## config.mk

```make
export PLATFORM = sky130hd
export DESIGN_NAME = ppg_timer
export DESIGN_NICKNAME = d
export VERILOG_FILES = /design/src/rtl/ppg_pkg.sv /design/src/rtl/ppg_regs.sv /design/src/rtl/ppg_counter.sv /design/src/rtl/ppg_outgen.sv /design/src/rtl/ppg_timer.sv
export SDC_FILE = /design/constraint.sdc
export NUM_CORES = 1
export LEC_CHECK = 0
export BUFFER_PORTS_ARGS = -buffer_cell sky130_fd_sc_hd__buf_2
export CORE_UTILIZATION = 54
export CTS_CLUSTER_DIAMETER = 80
export DETAILED_ROUTE_END_ITERATION = 6
export GPL_ROUTABILITY_DRIVEN = 0
export GPL_TIMING_DRIVEN = 0
export PLACE_DENSITY = 0.76
export SLEW_MARGIN = 20
export SYNTH_ARGS = -nofsm -noshare
export SYNTH_HDL_FRONTEND = slang
export SYNTH_SLANG_ARGS = --single-unit
```

## constraint.sdc

```tcl
create_clock -name clk -period 2.8 [get_ports clk]
set_clock_uncertainty 0.05 [all_clocks]
set_input_delay 0.14 -clock clk [delete_from_list [all_inputs] [get_ports clk]]
set_output_delay 0.14 -clock clk [all_outputs]
set_load 0.005 [all_outputs]
```

## src/rtl/ppg_pkg.sv

```systemverilog
`timescale 1ns/1ps
package ppg_pkg;
  typedef enum logic [1:0] {
    MODE_HALT  = 2'b00,
    MODE_RSV_A = 2'b01,
    MODE_RSV_B = 2'b10,
    MODE_RUN   = 2'b11
  } ppg_mode_e;

  typedef enum logic [1:0] {
    SEL_MODE  = 2'd0,
    SEL_CYCLE = 2'd1,
    SEL_DUTY  = 2'd2,
    SEL_NONE  = 2'd3
  } ppg_sel_e;
endpackage

```

## src/rtl/ppg_regs.sv

```systemverilog
`timescale 1ns/1ps
module ppg_regs
  import ppg_pkg::*;
#(
  parameter int W = 16
) (
  input  logic         clk,
  input  logic         rst_n,
  input  logic         wr_en,
  input  logic [1:0]   wr_sel,
  input  logic [W-1:0] wr_data,
  output logic         run_q,
  output logic         run_d,
  output logic [W-1:0] cyc_q,
  output logic [W-1:0] cyc_d,
  output logic [W-1:0] duty_q,
  output logic [W-1:0] duty_d
);
  ppg_mode_e mode_q, mode_d;

  always_comb begin
    mode_d = mode_q;
    cyc_d  = cyc_q;
    duty_d = duty_q;
    if (wr_en) begin
      case (ppg_sel_e'(wr_sel))
        SEL_MODE:  mode_d = ppg_mode_e'(wr_data[1:0]);
        SEL_CYCLE: cyc_d  = wr_data;
        SEL_DUTY:  duty_d = wr_data;
        default:   ;
      endcase
    end
  end

  assign run_q = (mode_q == MODE_RUN);
  assign run_d = (mode_d == MODE_RUN);

  always_ff @(posedge clk or negedge rst_n) begin
    if (!rst_n) begin
      mode_q <= MODE_HALT;
      cyc_q  <= '0;
      duty_q <= '0;
    end else begin
      mode_q <= mode_d;
      cyc_q  <= cyc_d;
      duty_q <= duty_d;
    end
  end
endmodule

```

## src/rtl/ppg_counter.sv

```systemverilog
`timescale 1ns/1ps
module ppg_counter #(
  parameter int W = 16
) (
  input  logic         clk,
  input  logic         rst_n,
  input  logic         cnt_en,
  input  logic         run_q,
  input  logic         run_d,
  input  logic [W-1:0] cyc_q,
  output logic [W-1:0] cnt_q,
  output logic [W-1:0] cnt_d,
  output logic         tick,
  output logic         cyc_hit
);
  function automatic logic [W-1:0] advance(input logic [W-1:0] c,
                                           input logic [W-1:0] m);
    return (c == m) ? '0 : c + W'(1);
  endfunction

  assign tick    = run_q & cnt_en;
  assign cyc_hit = tick & (cnt_q == cyc_q);

  always_comb begin
    if (!run_d)    cnt_d = '0;
    else if (tick) cnt_d = advance(cnt_q, cyc_q);
    else           cnt_d = cnt_q;
  end

  always_ff @(posedge clk or negedge rst_n) begin
    if (!rst_n) cnt_q <= '0;
    else        cnt_q <= cnt_d;
  end
endmodule

```

## src/rtl/ppg_outgen.sv

```systemverilog
`timescale 1ns/1ps
module ppg_outgen #(
  parameter int W = 16
) (
  input  logic         clk,
  input  logic         rst_n,
  input  logic         out_en,
  input  logic         run_d,
  input  logic         tick,
  input  logic         cyc_hit,
  input  logic [W-1:0] cnt_q,
  input  logic [W-1:0] cnt_d,
  input  logic [W-1:0] duty_q,
  input  logic [W-1:0] duty_d,
  output logic         pulse_o,
  output logic         cyc_irq_o,
  output logic         duty_irq_o
);
  function automatic logic in_active(input logic [W-1:0] c,
                                     input logic [W-1:0] n);
    return c <= n;
  endfunction

  logic lvl_q, lvl_d;
  logic cyc_irq_q, duty_irq_q;
  logic duty_hit;

  assign duty_hit = tick & (cnt_q == duty_q);
  assign lvl_d    = run_d & in_active(cnt_d, duty_d);

  always_ff @(posedge clk or negedge rst_n) begin
    if (!rst_n) begin
      lvl_q      <= 1'b0;
      cyc_irq_q  <= 1'b0;
      duty_irq_q <= 1'b0;
    end else begin
      lvl_q      <= lvl_d;
      cyc_irq_q  <= cyc_hit & run_d;
      duty_irq_q <= duty_hit & run_d;
    end
  end

  assign pulse_o    = lvl_q & out_en;
  assign cyc_irq_o  = cyc_irq_q;
  assign duty_irq_o = duty_irq_q;
endmodule

```

## src/rtl/ppg_timer.sv

```systemverilog
`timescale 1ns/1ps
module ppg_timer #(
  parameter int W = 16
) (
  input  logic         clk,
  input  logic         rst_n,
  input  logic         cnt_en,
  input  logic         wr_en,
  input  logic [1:0]   wr_sel,
  input  logic [W-1:0] wr_data,
  input  logic         out_en,
  output logic         pulse_o,
  output logic         cyc_irq_o,
  output logic         duty_irq_o
);
  logic         run_q, run_d;
  logic [W-1:0] cyc_q, cyc_d, duty_q, duty_d;
  logic [W-1:0] cnt_q, cnt_d;
  logic         tick, cyc_hit;

  ppg_regs #(.W(W)) u_regs (
    .clk(clk), .rst_n(rst_n), .wr_en(wr_en), .wr_sel(wr_sel),
    .wr_data(wr_data), .run_q(run_q), .run_d(run_d),
    .cyc_q(cyc_q), .cyc_d(cyc_d), .duty_q(duty_q), .duty_d(duty_d)
  );

  ppg_counter #(.W(W)) u_cnt (
    .clk(clk), .rst_n(rst_n), .cnt_en(cnt_en), .run_q(run_q),
    .run_d(run_d), .cyc_q(cyc_q), .cnt_q(cnt_q), .cnt_d(cnt_d),
    .tick(tick), .cyc_hit(cyc_hit)
  );

  ppg_outgen #(.W(W)) u_out (
    .clk(clk), .rst_n(rst_n), .out_en(out_en), .run_d(run_d),
    .tick(tick), .cyc_hit(cyc_hit), .cnt_q(cnt_q), .cnt_d(cnt_d),
    .duty_q(duty_q), .duty_d(duty_d), .pulse_o(pulse_o),
    .cyc_irq_o(cyc_irq_o), .duty_irq_o(duty_irq_o)
  );
endmodule

```

==> metrics <==
TritonCTS buffer count 5; number of synthesized register bits 53; worst slew slack as a fraction of its limit 53.29%; static leakage 1.667 nW; Tmin final 3.035 ns; First-pass DRT Iterations 4; category of the worst setup path launch point register; clock slew seen by the registers of the worst setup and hold paths approximately 0.10 ns; standard cell area after detailed placement around 3200 um2; nets 355; clock tree root driver cell clkbuf_8; routed via count 2149; kind of end point of the critical path register; Sinks on Clock Net 53; leading post-synthesis cells by cell area dfrtp_1, xnor2_1, mux2_2; vias in the first global route 2134; DRC violation count after routing 0; unrepaired setup endpoints after global routing yes; post-synthesis instance area 2937 um2; Pins Over Slew Limit 0; violations in the final reports setup timing; buffers from clock root to sink, at most 2; relative area change from synthesis to final layout 18.62%; pin count of the biggest net entering global routing 54; maximum fanout count along the critical path 7; final worst-path setup slack -0.2353 ns; Tcrit/Tclk final 108.4%; global-route wire length before repair between 10 and 15 mm; post-synth top area share 45.16%; Arrival @ worst endpoint 3.24 ns; number of antenna-violating nets in the routed design 0; Synth area leader dfrtp_1; Initial Util 56.77%; DRT iter0 DRCs 183; Power Total 1.921 mW; WL per Instance ~17 um; Clock Latency Late Sink 0.31 ns; Critical Path RT 3.01 ns; die outline area 5737 um2; core utilization of the finished layout 67.34%; GRT Util Overall 25.07%; final setup vio count 1; number of violations of the max-capacitance limit 0; fin area 3483 um2; width of the die 75.75 um; Core Region 5172 um2; number of antenna cells inserted 0; worst hold-check path type input port to register; pre-CTS setup slack -0.3652 ns; routed via count divided by cell count roughly 5.6; antenna violations before repair 0; grt ovf 0; # IOs 26; ratio of total power to cell area 551.5 nW/um2; yosys warns 0; worst setup path category register to register; die extent in y 75.75 um; Final Routed Wirelength 6.635 mm; Hold Fails Final Rpt 0; count of placed standard cells including taps around 370; I/O Buffers 25; post-synthesis sequential area ratio 45.16%; number of distinct library cell variants in the gate-level netlist after synthesis 35; hpwl dp 4.600 mm; CTS tree yes; Max Clk Rate 329.5 MHz; Max H-tree Level 2; result of the run finished, violations left; leading cell types in the layout, fill and taps excluded dfrtp_1, buf_2, xnor2_1; syn nets 311; number of instances in the synthesized netlist between 200 and 300; Layout Cells excl Fill roughly 390; most common library cell in the layout ignoring fill and taps dfrtp_1; Site Rows 26; worst ir drop on vdd between 0.0003 and 0.0004 V; share of post-route cells with drive strength above 1 a little under a third; actual transition at the worst max-transition pin 0.7007 ns; synthesized area per cell ~11 um2
[synthesized netlist by cell type]
master and count:
nor2_1 20, nand2_1 13, a211oi_1 1, ha_1 17, a21oi_1 9, nor2b_1 1
inv_1 17, nor3_1 1, buf_6 1, or4_4 1, dfrtp_1 53, nand2b_1 1
nand4_1 12, mux2_2 20, nor4_1 5, nand3_2 1, or2_2 1, and2_1 2
nand3_1 7, or3_1 1, xnor2_1 29, o21a_1 1, a32o_1 1, o21ai_0 4
nor3b_1 1, and3_1 3, clkbuf_1 5, buf_2 3, nand3b_1 2, xor2_1 18
clkbuf_2 2, o21ai_4 1, a21o_1 1, mux2i_1 15, buf_4 1
[kinds of logic after synthesis]
kind of cell	Yosys count	share of synthesized area, %
fa+ha+maj	17	7.243
simple gates	72	12.61
mux	35	12.78
buf+inv	29	4.303
xor+xnor	47	14.02
compound gates	18	3.878
flops	53	45.16
[state kept, by name, summed over array words and instances (netlist names)]
| register | cells |
|---|---|
| u_out.duty_irq_o | 1 |
| u_regs.mode_q | 2 |
| u_out.cyc_irq_o | 1 |
| u_regs.duty_q | 16 |
| u_out.lvl_q | 1 |
| u_regs.cyc_q | 16 |
| u_cnt.cnt_q | 16 |
[per-stage QoR]
step / hold slack [ns] / setup TNS (ns)
2_1_floorplan: -0.2056 / 0
3_3_place_gp: 0.3392 / -0.3524
3_5_place_dp: 0.1726 / -0.3652
4_1_cts: 0.02065 / -0.1904
5_1_grt: 0.01865 / -0.3302
6_report: 0.01775 / -0.2353
[where the power goes]
group	switching [mW]	internal, mW	leakage, nW
Combinational	0.214	0.226	0.952
Sequential	0.0730	0.862	0.657
Clock	0.255	0.292	0.0585
Total	0.542	1.38	1.67
[metal layers]
layer,up-vias,part of all wire [%],track usage [%]
met1,1054,45,32.79
met5,-,0,0
met2,64,49,41.49
met3,13,4.3,5.423
met4,0,2.0,8.230
li1,1018,-,-
[cell type report]
cell class | count | area, um2
clock buffers | 7 | 86.33
repair buffers | 42 | 261.5
inverters | 17 | 63.81
flip-flops and latches | 53 | 1334
clock inverters | 1 | 30.03
multi-input cells | 189 | 1575
fillers | 389 | 1689
well taps | 70 | 87.58
plain buffers | 7 | 45.04
[worst max-delay path, cell delays in order (launching register included)]
cell and delay [ns]:
dfrtp_2 0.44, xnor2_2 0.21, nand3_2 0.08, or4_4 0.51, o21ai_4 0.19, buf_6 0.17, buf_4 0.12, nor2_1 0.05
ha_1 0.33, a21oi_1 0.23, o21ai_0 0.15, a211oi_1 0.26, a32o_2 0.18
[path summary, 6_finish.rpt]
path                                      start               to  slack [ns]  depth (start not counted)
worst min-delay path                 wr_data[6]  u_regs.cyc_q[6]        0.02                          2
max in group asynchronous                 rst_n  u_cnt.cnt_q[13]        1.87                          2
worst max register to register   u_cnt.cnt_q[6]      u_out.lvl_q       -0.24                         12
worst min register to register  u_regs.cyc_q[7]  u_regs.cyc_q[7]        0.49                          1
min in group asynchronous                 rst_n  u_out.cyc_irq_o        0.36                          2
worst max-delay path             u_cnt.cnt_q[6]      u_out.lvl_q       -0.24                         12
[repair_timing]
item / CTS / global route
resized for setup: 12 / 10
hold buffers: 1 / 0
setup endpoints to repair: 1 / 1
gates cloned: 0 / 0
endpoints found under the hold margin: 53 / 0
buffers inserted: 12 / 4
pin swaps: 12 / 11
(Power assumes the default switching activity.)
